$ cat config.mk
export PLATFORM = sky130hd
export DESIGN_NAME = tribus_core
export DESIGN_NICKNAME = d
export VERILOG_FILES = /design/src/rtl/tribus_pkg.sv /design/src/rtl/tribus_regfile.sv /design/src/rtl/tribus_alu.sv /design/src/rtl/tribus_seq.sv /design/src/rtl/tribus_core.sv
export SDC_FILE = /design/constraint.sdc
export NUM_CORES = 1
export LEC_CHECK = 0
export ABC_CLOCK_PERIOD_IN_PS = 11600
export BUFFER_PORTS_ARGS = -buffer_cell sky130_fd_sc_hd__buf_2
export CORE_ASPECT_RATIO = 0.5
export CORE_MARGIN = 4
export CORE_UTILIZATION = 28
export CTS_BUF_LIST = sky130_fd_sc_hd__clkbuf_8
export CTS_CLUSTER_DIAMETER = 50
export DETAILED_ROUTE_END_ITERATION = 16
export GPL_TIMING_DRIVEN = 0
export PLACE_DENSITY_LB_ADDON = 0.05
export SLEW_MARGIN = 5
export SYNTH_ARGS = -nofsm -noshare
export SYNTH_HDL_FRONTEND = slang
export SYNTH_SLANG_ARGS = --single-unit
$ cat constraint.sdc
create_clock -name clk -period 11.6 [get_ports clk]
set_clock_uncertainty 0.05 [all_clocks]
set_input_delay 1.16 -clock clk [delete_from_list [all_inputs] [get_ports clk]]
set_output_delay 1.16 -clock clk [all_outputs]
set_load 0.03 [all_outputs]
$ cat src/rtl/tribus_pkg.sv
// Package: shared types for the three-bus datapath.
// Holds the step encoding, ALU operations, bus-B source select and the
// control word that the sequencer hands to the datapath.
package tribus_pkg;

    localparam int OPC_W = 8;
    localparam logic [OPC_W-1:0] OPC_ADD = 8'h01;

    typedef enum logic [1:0] {
        ST_FETCH  = 2'd0,
        ST_WAIT   = 2'd1,
        ST_LOADIR = 2'd2,
        ST_EXEC   = 2'd3
    } step_e;

    typedef enum logic {
        ALU_PASSB = 1'b0,
        ALU_ADD   = 1'b1
    } alu_op_e;

    typedef enum logic [1:0] {
        BSRC_PC  = 2'd0,
        BSRC_MDR = 2'd1,
        BSRC_RF  = 2'd2
    } bsrc_e;

    typedef struct packed {
        bsrc_e   bsrc;
        alu_op_e alu_op;
        logic    sel_a;
        logic    mar_in;
        logic    ir_in;
        logic    mdr_in;
        logic    rf_in;
        logic    inc_pc;
        logic    end_step;
    } ctrl_t;

endpackage

$ cat src/rtl/tribus_regfile.sv
// Module: register file with two read ports and one write port.
// Assumes: reads are combinational, the write lands at the clock edge, so a
// same-cycle read of the written register returns the old value.
// Reset loads each register with its own index.
module tribus_regfile #(
    parameter int DATA_W = 32,
    parameter int NREG   = 16,
    localparam int SEL_W = $clog2(NREG)
) (
    input  logic              clk,
    input  logic              rst_n,
    input  logic [SEL_W-1:0]  rd_a_sel,
    input  logic [SEL_W-1:0]  rd_b_sel,
    output logic [DATA_W-1:0] rd_a_data,
    output logic [DATA_W-1:0] rd_b_data,
    input  logic              wr_en,
    input  logic [SEL_W-1:0]  wr_sel,
    input  logic [DATA_W-1:0] wr_data
);

    logic [DATA_W-1:0] regs [NREG];

    for (genvar gi = 0; gi < NREG; gi++) begin : g_reg
        // Holds one register; reset to its index, updated from bus C.
        always_ff @(posedge clk) begin
            if (!rst_n) begin
                regs[gi] <= DATA_W'(gi);
            end else if (wr_en && (wr_sel == SEL_W'(gi))) begin
                regs[gi] <= wr_data;
            end
        end
    end

    // Two independent read ports onto buses A and B.
    always_comb begin
        rd_a_data = regs[rd_a_sel];
        rd_b_data = regs[rd_b_sel];
    end

endmodule

$ cat src/rtl/tribus_alu.sv
// Module: ALU with pass-B and add.
// Assumes: sel_a gates bus A into the adder; when low the A operand is zero,
// so add with sel_a low also yields B.
module tribus_alu
    import tribus_pkg::*;
#(
    parameter int DATA_W = 32
) (
    input  logic [DATA_W-1:0] bus_a,
    input  logic [DATA_W-1:0] bus_b,
    input  alu_op_e           op,
    input  logic              sel_a,
    output logic [DATA_W-1:0] result
);

    logic [DATA_W-1:0] a_opnd;

    // Select the A operand and compute the result onto bus C.
    always_comb begin
        a_opnd = sel_a ? bus_a : '0;
        unique case (op)
            ALU_ADD:   result = a_opnd + bus_b;
            default:   result = bus_b;
        endcase
    end

endmodule

$ cat src/rtl/tribus_seq.sv
// Module: hardwired four-step sequencer.
// Steps: fetch (PC->MAR via ALU, increment PC, raise read), wait for
// completion, load IR from MDR, execute with End. Assumes MFC is a single
// pulse arriving after the read request has been accepted.
module tribus_seq
    import tribus_pkg::*;
(
    input  logic             clk,
    input  logic             rst_n,
    input  logic [OPC_W-1:0] opcode,
    input  logic             mem_ready,
    input  logic             mem_mfc,
    output logic             req_valid,
    output ctrl_t            ctrl
);

    step_e step_q;
    logic  pend_q;
    logic  mfc_take;

    // A completion counts only while waiting and after the handshake.
    always_comb mfc_take = (step_q == ST_WAIT) && mem_mfc && !pend_q;

    // Step counter: stalls in WAIT, End returns it to FETCH.
    always_ff @(posedge clk) begin
        if (!rst_n) begin
            step_q <= ST_FETCH;
        end else begin
            unique case (step_q)
                ST_FETCH:  step_q <= ST_WAIT;
                ST_WAIT:   step_q <= mfc_take ? ST_LOADIR : ST_WAIT;
                ST_LOADIR: step_q <= ST_EXEC;
                default:   step_q <= ST_FETCH;
            endcase
        end
    end

    // Read request flag: raised in fetch, cleared on acceptance.
    always_ff @(posedge clk) begin
        if (!rst_n) begin
            pend_q <= 1'b0;
        end else if (step_q == ST_FETCH) begin
            pend_q <= 1'b1;
        end else if (pend_q && mem_ready) begin
            pend_q <= 1'b0;
        end
    end

    always_comb req_valid = pend_q;

    // Control word decode from step and opcode.
    always_comb begin
        ctrl        = '0;
        ctrl.bsrc   = BSRC_PC;
        ctrl.alu_op = ALU_PASSB;
        unique case (step_q)
            ST_FETCH: begin
                ctrl.bsrc   = BSRC_PC;
                ctrl.mar_in = 1'b1;
                ctrl.inc_pc = 1'b1;
            end
            ST_WAIT: begin
                ctrl.mdr_in = mfc_take;
            end
            ST_LOADIR: begin
                ctrl.bsrc  = BSRC_MDR;
                ctrl.ir_in = 1'b1;
            end
            default: begin
                ctrl.end_step = 1'b1;
                if (opcode == OPC_ADD) begin
                    ctrl.bsrc   = BSRC_RF;
                    ctrl.alu_op = ALU_ADD;
                    ctrl.sel_a  = 1'b1;
                    ctrl.rf_in  = 1'b1;
                end
            end
        endcase
    end

endmodule

$ cat src/rtl/tribus_core.sv
// Module: top of the three-bus datapath.
// Holds PC with its +STEP incrementer, MAR, MDR and IR, the bus-B source mux,
// and wires the register file, ALU and sequencer together. Assumes 32-bit
// words and byte addresses of the same width as data.
module tribus_core
    import tribus_pkg::*;
#(
    parameter int DATA_W   = 32,
    parameter int NREG     = 16,
    parameter int PC_STEP  = 4,
    parameter logic [DATA_W-1:0] RESET_PC = '0,
    localparam int SEL_W   = $clog2(NREG),
    localparam int OPC_LSB = DATA_W - OPC_W,
    localparam int SA_LSB  = OPC_LSB - SEL_W,
    localparam int SB_LSB  = SA_LSB - SEL_W,
    localparam int DST_LSB = SB_LSB - SEL_W,
    localparam int IR_W    = DATA_W - DST_LSB
) (
    input  logic              clk,
    input  logic              rst_n,
    output logic              mem_req_valid,
    input  logic              mem_req_ready,
    output logic [DATA_W-1:0] mem_addr,
    input  logic              mem_mfc,
    input  logic [DATA_W-1:0] mem_rd_data,
    output logic              wb_en,
    output logic [SEL_W-1:0]  wb_sel,
    output logic [DATA_W-1:0] wb_data,
    output logic              instr_done
);

    ctrl_t             ctrl;
    logic [DATA_W-1:0] pc_q, mar_q, mdr_q;
    logic [IR_W-1:0]   ir_q;
    logic [DATA_W-1:0] bus_a, bus_b, bus_c, rf_b;
    logic [OPC_W-1:0]  opcode;
    logic [SEL_W-1:0]  src_a, src_b, dst;

    // Split the held instruction fields.
    always_comb begin
        opcode = ir_q[IR_W-1 -: OPC_W];
        src_a  = ir_q[SA_LSB-DST_LSB +: SEL_W];
        src_b  = ir_q[SB_LSB-DST_LSB +: SEL_W];
        dst    = ir_q[0 +: SEL_W];
    end

    tribus_seq u_seq (
        .clk       (clk),
        .rst_n     (rst_n),
        .opcode    (opcode),
        .mem_ready (mem_req_ready),
        .mem_mfc   (mem_mfc),
        .req_valid (mem_req_valid),
        .ctrl      (ctrl)
    );

    tribus_regfile #(.DATA_W(DATA_W), .NREG(NREG)) u_rf (
        .clk       (clk),
        .rst_n     (rst_n),
        .rd_a_sel  (src_a),
        .rd_b_sel  (src_b),
        .rd_a_data (bus_a),
        .rd_b_data (rf_b),
        .wr_en     (ctrl.rf_in),
        .wr_sel    (dst),
        .wr_data   (bus_c)
    );

    // Bus B source select: PC, MDR or register port B.
    always_comb begin
        unique case (ctrl.bsrc)
            BSRC_PC:  bus_b = pc_q;
            BSRC_MDR: bus_b = mdr_q;
            default:  bus_b = rf_b;
        endcase
    end

    tribus_alu #(.DATA_W(DATA_W)) u_alu (
        .bus_a  (bus_a),
        .bus_b  (bus_b),
        .op     (ctrl.alu_op),
        .sel_a  (ctrl.sel_a),
        .result (bus_c)
    );

    // Program counter with its own incrementer, outside the ALU.
    always_ff @(posedge clk) begin
        if (!rst_n)           pc_q <= RESET_PC;
        else if (ctrl.inc_pc) pc_q <= pc_q + DATA_W'(PC_STEP);
    end

    // Memory address register, loaded from bus C.
    always_ff @(posedge clk) begin
        if (!rst_n)           mar_q <= '0;
        else if (ctrl.mar_in) mar_q <= bus_c;
    end

    // Memory data register, loaded from the memory on accepted completion.
    always_ff @(posedge clk) begin
        if (!rst_n)           mdr_q <= '0;
        else if (ctrl.mdr_in) mdr_q <= mem_rd_data;
    end

    // Instruction register: keeps only the decoded upper fields of bus C.
    always_ff @(posedge clk) begin
        if (!rst_n)          ir_q <= '0;
        else if (ctrl.ir_in) ir_q <= bus_c[DATA_W-1:DST_LSB];
    end

    // Outputs: memory address and the bus-C write port.
    always_comb begin
        mem_addr   = mar_q;
        wb_en      = ctrl.rf_in;
        wb_sel     = dst;
        wb_data    = bus_c;
        instr_done = ctrl.end_step;
    end

endmodule

==> results of run 1 <==
==> worst max-delay path, cell delays in order, from the launching register on <==
cell and delay (ps):
dfxtp_1 340, clkbuf_1 470, clkbuf_1 870, clkbuf_1 870, mux4_2 430, mux2i_1 210
nor2_1 60, a21oi_1 350, o21a_1 220, inv_1 60, ha_1 290, a211oi_1 110
o211ai_1 590, a2111oi_0 270, a211oi_2 630, a21oi_1 220, o21ai_0 940, xnor2_2 290
a21oi_1 210, buf_2 220
==> metrics by stage <==
| step | std cells | utilization |
|---|---|---|
| 2_1_floorplan | 2562 | - |
| 3_3_place_gp | 4197 | 0.304 |
| 3_5_place_dp | 4231 | 0.312 |
| 4_1_cts | 4426 | 0.330 |
| 5_1_grt | 4427 | 0.330 |
| 6_report | 4430 | 0.330 |
==> power by group through the flow <==
stage               clock, mW  sequential (mW)  combinational, mW
floorplan                   0             2.61              0.146
global placement            0             2.63              0.268
detailed placement          0             2.61              0.305
CTS                      2.09             2.56              0.305
global route             2.18             2.57              0.317
finish                   2.04             2.56              0.303
==> final cells by class <==
type                    count  area share
inverters                  37     0.00364
clock inverters            80      0.0116
repair buffers            139      0.0339
multi-input cells        1670       0.366
diodes                      4    0.000262
plain buffers             218      0.0238
well taps                1530      0.0502
flip-flops and latches    637       0.469
clock buffers             115      0.0415
==> sequential cells by signal, indices dropped and copies added (netlist names), named ones only <==
name             cells
ir_q                20
u_rf.regs          512
mem_addr            32
u_seq.req_valid      1
mdr_q               32
pc_q                30
u_seq.step_q         2
==> worst max-delay path by stage <==
stage / cells after the start / slack, ps / end
floorplan: 15 / 5330 / wb_data[26]
global placement: 7 / 180 / u_rf.regs[3][20]$_SDFFCE_PN0P_
detailed placement: 19 / 2780 / wb_data[31]
CTS: 19 / 1870 / wb_data[31]
global route: 18 / 1660 / wb_data[31]
finish: 19 / 1890 / wb_data[31]
==> kinds of logic (layout without fill, tap and decap cells) <==
logic type                 count (synthesis)  count (layout)  synth area share
adders and majority gates                 33              33            0.0129
xor gates and xnor gates                  51              51            0.0146
DFF                                      637             637             0.547
other                                      0               4                 0
and+or+nand+nor                         1008            1008             0.128
AOI/OAI and AO/OA                        255             255            0.0462
buffers and inverters                    255             589            0.0313
muxes                                    323             323             0.221
==> layer usage <==
metal,track usage,routed length (um)
met1,0.354,69300
met2,0.340,61500
met3,0.0581,12000
met4,0.0553,3440
met5,0,0
==> placed cells by master, fill, tap and decap left out, drive strengths merged, types with 3 or more instances in the layout <==
cell type	count
nor2	530
edfxtp	512
mux4	318
nand2	297
clkbuf	281
buf	191
dfxtp	125
a21oi	123
inv	81
o21ai	64
nand3	40
nor3	38
and2	36
ha	32
clkinv	32
xnor2	29
xor2	22
o21a	19
nand2b	12
nand4	11
a21o	11
or2	11
or3	9
and3	9
o211ai	8
a211oi	7
diode	4
a31oi	4
a21boi	4
nor2b	3
o21bai	3
mux2i	3
bufinv	3
==> results.yml, run 1 <==
setup_path:
  end_kind: "output pin"
  r2r_end: "u_rf.regs[7][31]$_SDFFCE_PN0P_"
  cp.required_ps: 10390
  r2r_slack_ps: 3690
  crit_arrival_ps: 8500
  critical_path_class: "reg -> out"
  critPathLaunchType: "flip-flop"
  ff2ff_path_depth: 19
  cp_max_fo: 10
detailed_routing:
  drcViolationCount: 0
  wl_um: 146000
  via_per_inst: 5.33
  routed-via-count: 23600
  drt_iter0_drc: 2708
  firstDrtPassIters: 5
  wire_per_inst_um: 33.0
  drtAntennaViolNets: 0
clock_network:
  post_cts_resize_count: 0
  path_clk_slew_ps: 70
  h-tree-depth: 3
  cts_buffers: 108
  cts_root_buf: "clkbuf_8"
  clock_sinks: 637
  insertion_delay_ps: 840
  cts_max_path_buffers: 3
  holdBufCountCts: 0
  tritoncts: "done"
  post_cts_buffers: 0
floorplan:
  ios: 107
  rows: 88
  fp.dieH_um: 250
  core_sq_mm: 0.116
  die_width_um: 491
  dieArea_sq_mm: 0.123
  start_util: 0.283
yosys:
  synth_area_sq_mm: 0.0327
  synth-seq-cells: 637
  synth_largest_area_cell: "edfxtp_1"
  yosysTopAreaCellShare: 0.470
  yosys.cell_count.top_type: "nor2_1"
  yosysWarnings: 0
  synth.avg_cell_area_sq_um: 12.8
  ys_types: 67
  yosys-top-cells-area: "edfxtp_1 (47%), mux4_2 (22%), dfxtp_1 (7.7%), nor2_1 (6.1%), nand2_1 (3.4%)"
  synth-edff-count: 512
  synth_nets: 2631
  synthTopCellsByCount: "nor2_1 (529), edfxtp_1 (512), mux4_2 (318)"
  ys.flop_type: "edfxtp_1"
  syn-instance-count: 2562
  ys_seq_area_frac: 0.547
  ys_async_sr_fraction: 0
global_route:
  grt-ovfl-total: 0
  antenna_found_initial: 10
  grt_pass1_wl_um: 199000
  track_usage: 0.236
  grt_pass1_vias: 23600
  grt_max_degree: 17
timing:
  fin_ws_ps: 1890
  tightest_slew_ps: 1460
  tns_ps: 0
  min_period_ps: 9710
  slew_viol_final: 0
  hold_violations: 0
  max_freq_ghz: 0.103
  rsz0062_at_grt: "false"
  fin_crit_sh: 0.837
  holdWs_ps: 399
  setup_viol: 0
  slew_headroom: 0.0286
power_and_ir_drop:
  p_per_area_mw_per_mm2: 128
  power.leakage_nw: 12.6
  p_sw_mw: 1.28
  sequentialPowerShare: 0.523
  p_int_mw: 3.62
  p_comb_frac: 0.062
  swShare: 0.261
  p_total_mw: 4.90
  ir_drop_v: 0.0000848
  clkPwrFrac: 0.416
final_layout:
  seqCellArea_sq_mm: 0.0179
  drive_gt1_frac: 0.238
  fill_cells: 11600
  multi_input_area_sq_mm: 0.0140
  areaGrowthSynthToFinish_pct: 16.7
  stdcell_area_sq_mm: 0.0381
  final_nets: 2880
placed_design:
  hpwl_um: 106000
  dp_slack_ps: 2780
  dpl_cell_area_sq_mm: 0.0361
  port_buffers: 105
  place.gp.congestion: 0.854
hold_path:
  worstHoldPathCells: 2
  hold_path_end: "mem_addr[21]$_SDFFE_PN0P_"
  hold_class: "reg -> reg"
  hold_start: "mem_addr[21]$_SDFFE_PN0P_"
run_status:
  status: "complete, no violations"
run:
  max_cap_viol_count: 0
No activity file was read; power rests on OpenSTA's default activity.
==> inputs of run 2 (changes only) <==
--- a/config.mk
+++ b/config.mk
@@ -5,7 +5,7 @@
 export SDC_FILE = /design/constraint.sdc
 export NUM_CORES = 1
 export LEC_CHECK = 0
-export ABC_CLOCK_PERIOD_IN_PS = 11600
+export ABC_CLOCK_PERIOD_IN_PS = 8750
 export BUFFER_PORTS_ARGS = -buffer_cell sky130_fd_sc_hd__buf_2
 export CORE_ASPECT_RATIO = 0.5
 export CORE_MARGIN = 4
==> constraint.sdc (replaced) <==
create_clock -name clk -period 8.75 [get_ports clk]
set_clock_uncertainty 0.05 [all_clocks]
set_input_delay 0.875 -clock clk [delete_from_list [all_inputs] [get_ports clk]]
set_output_delay 0.875 -clock clk [all_outputs]
set_load 0.03 [all_outputs]
==> run 2 against run 1 <==
  * Design area increased by 0.15%
  * Non-clock buffer count up 2
  * Flip-flop and latch count is the same
  * Cell count hardly changed
  * Global-route usage did not move
  * Critical endpoint unchanged
  * Largest power group unchanged
  * Highest routed layer unchanged
==> results.yml, run 2 (same netlist as run 1, synthesis figures left out) <==
setup_path:
  r2r_slack_ps: 1550
  critPathLaunchType: "flip-flop"
  end_kind: "output pin"
  crit_arrival_ps: 7710
  crit_slowest_cell: "clkbuf_1"
  ff2ff_path_depth: 17
  critPathTopFamily: "buffers and inverters"
  critical_path_class: "reg -> out"
  max_stage_delay_ps: 870
  cp_num_buf_inv: 5
  cpMostUsedCell: "clkbuf_1"
  r2r_end: "u_rf.regs[2][20]$_SDFFCE_PN0P_"
  cp.required_ps: 7830
  cp_max_fo: 10
  worstPathCellList: "clkbuf_1 -> clkbuf_1 -> clkbuf_1 -> mux4_2 -> mux4_2 -> and2_1 -> ha_1 -> clkbuf_1 -> nand2_1 -> o21ai_1 -> a2111oi_0 -> a211oi_2 -> a21oi_1 -> o21ai_1 -> xnor2_2 -> a21oi_1 -> buf_2"
detailed_routing:
  drtAntennaViolNets: 0
  wl_um: 146000
  drt_iter0_drc: 2786
  drcViolationCount: 0
  routed-via-count: 23800
  firstDrtPassIters: 6
  wire_per_inst_um: 33.0
  via_per_inst: 5.36
timing:
  setup_viol: 0
  fin_crit_sh: 0.987
  hold_violations: 0
  holdWs_ps: 247
  max_freq_ghz: 0.116
  tns_ps: 0
  min_period_ps: 8640
  rsz0062_at_grt: "false"
  tightest_slew_ps: 1460
  slew_viol_final: 0
  slew_headroom: 0.0252
run_status:
  status: "complete, no violations"
final_layout:
  layout_commonest_cell: "nor2_1"
  final_cell_mix: "nor2_1 (529), edfxtp_1 (512), mux4_2 (318), nand2_1 (297), clkbuf_1 (141)"
  largest_reg_flops: 512
  drive_gt1_frac: 0.245
  areaGrowthSynthToFinish_pct: 16.9
  utilization: 0.330
  final_nets: 2882
  top_register: "u_rf.regs"
clock_network:
  tritoncts: "done"
  holdBufCountCts: 0
  h-tree-depth: 3
  cts_max_path_buffers: 3
  path_clk_slew_ps: 60
  insertion_delay_ps: 830
  clock_sinks: 637
  cts_root_buf: "clkbuf_8"
  cts_buffers: 108
hold_path:
  hold_path_end: "mdr_q[24]$_SDFFE_PN0P_"
  worstHoldPathCells: 3
  hold_class: "in -> reg"
  hold_start: "mem_rd_data[24]"
floorplan:
  start_util: 0.283
  dieArea_sq_mm: 0.123
  fp.dieH_um: 250
  core_sq_mm: 0.116
  ios: 107
  rows: 88
  die_width_um: 491
global_route:
  grt_pass1_wl_um: 199000
  track_usage: 0.236
  grt-ovfl-total: 0
  grt_max_degree: 17
  antenna_found_initial: 10
  grt_pass1_vias: 23600
power_and_ir_drop:
  ir_drop_v: 0.000111
  p_total_mw: 6.49
  p_per_area_mw_per_mm2: 170
  power.leakage_nw: 12.7
placed_design:
  port_buffers: 105
  place.gp.congestion: 0.854
  hpwl_um: 106000
run:
  max_cap_viol_count: 0
run 2: layout make-up:
class,count,area [sq um]
fill,11600,77400
sequential,637,17900
multi-input combinational,1670,14000
tap,1530,1910
clock buffer,115,1580
timing repair buffer,141,1310
buffer,218,932
clock inverter,80,443
inverter,37,143
antenna,3,7.51
run 2: worst register-to-register path, stage by stage, from the launching register on:
cell	delay, ps
dfxtp_1	340
clkbuf_1	650
clkbuf_1	640
clkbuf_2	580
mux4_2	400
mux4_2	500
and2_1	180
ha_1	210
inv_1	70
fa_1	220
nand2b_1	150
a21oi_1	120
o211ai_1	660
a2111oi_2	290
nor3_2	510
xor2_1	790
clkbuf_1	450
nor2_1	100
run 2: routing by layer:
| layer | vias to the layer above | wire length, um | global-route usage |
|---|---|---|---|
| li1 | 10000 | - | - |
| met1 | 12600 | 69300 | 0.354 |
| met2 | 949 | 61400 | 0.340 |
| met3 | 192 | 11900 | 0.0581 |
| met4 | 0 | 3430 | 0.0553 |
| met5 | - | 0 | 0 |
run 2: power breakdown:
group / leakage (nW) / internal, mW / switching [mW]
Clock: 1.18 / 1.30 / 1.39
Combinational: 5.31 / 0.147 / 0.255
Sequential: 6.18 / 3.35 / 0.0460
run 2: per-stage QoR:
step / area (sq um) / std cells / worst slack (ps)
5_1_grt: 38200 / 4429 / 3.34
3_5_place_dp: 36100 / 4231 / 213
3_3_place_gp: 35100 / 4197 / -2670
4_1_cts: 38200 / 4426 / 60.5
6_report: 38200 / 4431 / 113
2_1_floorplan: 32700 / 2562 / 2770
run 2: repair_timing:
item / 4_1_cts / 5_1_grt
setup endpoints to repair: 20 / 16
hold endpoints to repair: 0 / 0
buffers inserted: 0 / 2
resized for setup: 14 / 14
gates cloned: 0 / 0
pin swaps: 0 / 1
run 2: worst max path at each step:
stage / startpoint / to / slack (ps) / cells past startpoint
3_5_place_dp: flip-flop / wb_data[31] / 210 / 19
5_1_grt: flip-flop / wb_data[23] / 3 / 18
6_report: flip-flop / wb_data[31] / 110 / 17
2_1_floorplan: flip-flop / wb_data[26] / 2770 / 15
4_1_cts: flip-flop / wb_data[31] / 60 / 17
3_3_place_gp: u_seq.step_q[0]$_SDFF_PN0_ / u_rf.regs[3][20]$_SDFFCE_PN0P_ / -2670 / 7
==> inputs of run 3 (changes only) <==
--- a/config.mk
+++ b/config.mk
@@ -9,7 +9,7 @@
 export BUFFER_PORTS_ARGS = -buffer_cell sky130_fd_sc_hd__buf_2
 export CORE_ASPECT_RATIO = 0.5
 export CORE_MARGIN = 4
-export CORE_UTILIZATION = 28
+export CORE_UTILIZATION = 55
 export CTS_BUF_LIST = sky130_fd_sc_hd__clkbuf_8
 export CTS_CLUSTER_DIAMETER = 50
 export DETAILED_ROUTE_END_ITERATION = 16
==> run 3 against run 2 <==
  * The run now ends with negative setup slack left
  * Cell count down 18%
  * Clock power shrank 10%
  * Sequential share of layout area up 1.9 points
  * Register-to-register slack worse by 140 ps
  * Maximum frequency decreased by 1.9%
  * Die area shrank 48%
  * Critical path depth increased by 2
  * Worst hold slack gained 110 ps
  * First-iteration DRC count up 35%
  * Sequential power about the same
  * Largest cell class unchanged
  * Highest routed layer is now met5
  * Utilization rose by 30 points
==> results.yml, run 3 (same netlist as run 1, synthesis figures left out) <==
clock_network:
  clock_sinks: 637
  tritoncts: "done"
  h-tree-depth: 3
  cts_buffers: 93
  post_cts_buffers: 0
  holdBufCountCts: 0
  insertion_delay_ps: 720
  cts_max_path_buffers: 3
  path_clk_slew_ps: 60
  cts_root_buf: "clkbuf_8"
final_layout:
  layout_commonest_cell: "nor2_1"
  areaGrowthSynthToFinish_pct: 12.3
  utilization: 0.632
  final_cell_mix: "nor2_1 (529), edfxtp_1 (512), mux4_2 (318), nand2_1 (297), clkbuf_1 (152)"
  largest_reg_flops: 512
  top_register: "u_rf.regs"
  instances_no_fill: 3635
  drive_gt1_frac: 0.233
  final_nets: 2856
floorplan:
  start_util: 0.563
  rows: 62
  ios: 107
  core_sq_mm: 0.0581
  dieArea_sq_mm: 0.0636
  fp.dieH_um: 180
  die_width_um: 353
detailed_routing:
  via_per_inst: 6.77
  wire_per_inst_um: 32.9
  drcViolationCount: 0
  firstDrtPassIters: 6
  wl_um: 120000
  drt_iter0_drc: 3774
  routed-via-count: 24600
  drtAntennaViolNets: 0
timing:
  fin_ws_ps: -53.9
  rsz0062_at_grt: "false"
  tns_ps: -53.9
  slew_headroom: 0.0426
  tightest_slew_ps: 1440
  fin_crit_sh: 1.01
  hold_violations: 0
  slew_viol_final: 0
  min_period_ps: 8800
  setup_viol: 1
  max_freq_ghz: 0.114
global_route:
  antenna_found_initial: 3
  grt_max_degree: 20
  track_usage: 0.375
  grt_pass1_vias: 23800
  grt_pass1_wl_um: 169000
  grt-ovfl-total: 0
placed_design:
  port_buffers: 105
  dp.cells: 3460
  hpwl_um: 84100
  place.gp.congestion: 0.962
setup_path:
  cpMostUsedCell: "clkbuf_1"
  critPathLaunchType: "flip-flop"
  ff2ff_path_depth: 19
  r2r_slack_ps: 1410
  cp.required_ps: 7830
  end_kind: "output pin"
  crit_slowest_cell: "clkbuf_1"
  critical_path_class: "reg -> out"
  cp_max_fo: 10
  worstPathCellList: "clkbuf_1 -> clkbuf_1 -> clkbuf_1 -> mux4_2 -> mux2i_1 -> nand2_1 -> o21ai_0 -> nand2b_1 -> inv_1 -> ha_1 -> a211oi_1 -> o211ai_1 -> a2111oi_0 -> a211oi_2 -> a21oi_1 -> o21ai_1 -> xnor2_2 -> a21oi_1 -> buf_2"
  max_stage_delay_ps: 740
  r2r_end: "u_rf.regs[8][31]$_SDFFCE_PN0P_"
  crit_arrival_ps: 7880
run:
  max_cap_viol_count: 0
power_and_ir_drop:
  swShare: 0.249
  clkPwrFrac: 0.391
  p_sw_mw: 1.54
  p_per_area_mw_per_mm2: 168
  ir_drop_v: 0.000117
  sequentialPowerShare: 0.549
  power.leakage_nw: 12.3
  p_int_mw: 4.64
  p_comb_frac: 0.060
  p_total_mw: 6.18
run_status:
  violations: "negative setup slack"
  status: "complete, but fails checks"
hold_path:
  hold_start: "mem_rd_data[13]"
  hold_path_end: "mdr_q[13]$_SDFFE_PN0P_"
  worstHoldPathCells: 3
  hold_class: "in -> reg"
## run 3: changes by cell type in the layout (fill, tap and decap cells not counted), moves of 5 or more
cell / delta
clkbuf_1: +11
clkbuf_2: -13
inv_1: -17
buf_16: -7
clkinv_2: +14
buf_1: +6
clkbuf_8: -18
inv_6: -5
## run 3: per-layer routing
metal / track usage / wire length (um) / up-vias
met3: 0.164 / 20200 / 344
met1: 0.521 / 44600 / 12300
met5: 0 / 26 / -
li1: - / - / 9953
met4: 0.140 / 5200 / 4
met2: 0.528 / 49500 / 2002
## run 3: worst max path at each step
stage / endpoint / startpoint
after global routing: wb_data[31] / flip-flop
after CTS: wb_data[14] / flip-flop
after detailed placement: wb_data[31] / flip-flop
after global placement: u_rf.regs[11][21]$_SDFFCE_PN0P_ / u_seq.step_q[0]$_SDFF_PN0_
final: wb_data[31] / flip-flop
after floorplan: wb_data[26] / flip-flop
## run 3: power by group through the flow
stage | sequential (mW) | clock (mW) | combinational, mW
after floorplan | 3.46 | 0 | 0.193
after detailed placement | 3.46 | 0 | 0.359
after global routing | 3.40 | 2.54 | 0.381
after CTS | 3.39 | 2.40 | 0.361
final | 3.39 | 2.42 | 0.369
after global placement | 3.48 | 0 | 0.320
## run 3: final cells by class
class                   instances  area, sq um
clock buffers                  97         1340
multi-input cells            1670        14000
clock inverters                77          450
well taps                     768          961
diodes                          1         2.50
repair buffers                130         1070
plain buffers                 218          910
inverters                      37          139
flip-flops and latches        637        17900
fillers                      4654        21400
## run 3: repair_timing
| item | CTS | global route |
|---|---|---|
| gates resized for setup | 2 | 19 |
| setup endpoints to repair | 1 | 6 |
| pin swaps | 0 | 0 |
## run 3: per-stage QoR
step / worst slack (ps) / cell area, sq um / hold slack, ps
after floorplan: 2770 / 32700 / 382
after global placement: -814 / 34200 / 389
after detailed placement: 645 / 34900 / 393
after CTS: 262 / 36700 / 324
after global routing: 1.54 / 36700 / 337
final: -53.9 / 36700 / 354
## run 3: worst max-delay path: cells and delay by family (launching register included)
family                   cells  cell delay [ps]
AO/OA/AOI/OAI                8             3080
XOR/XNOR                     1              290
adder cells (fa/ha/maj)      1              290
buffers and inverters        5             2250
flip-flops                   1              350
multiplexers                 2              580
AND/OR/NAND/NOR              2              300
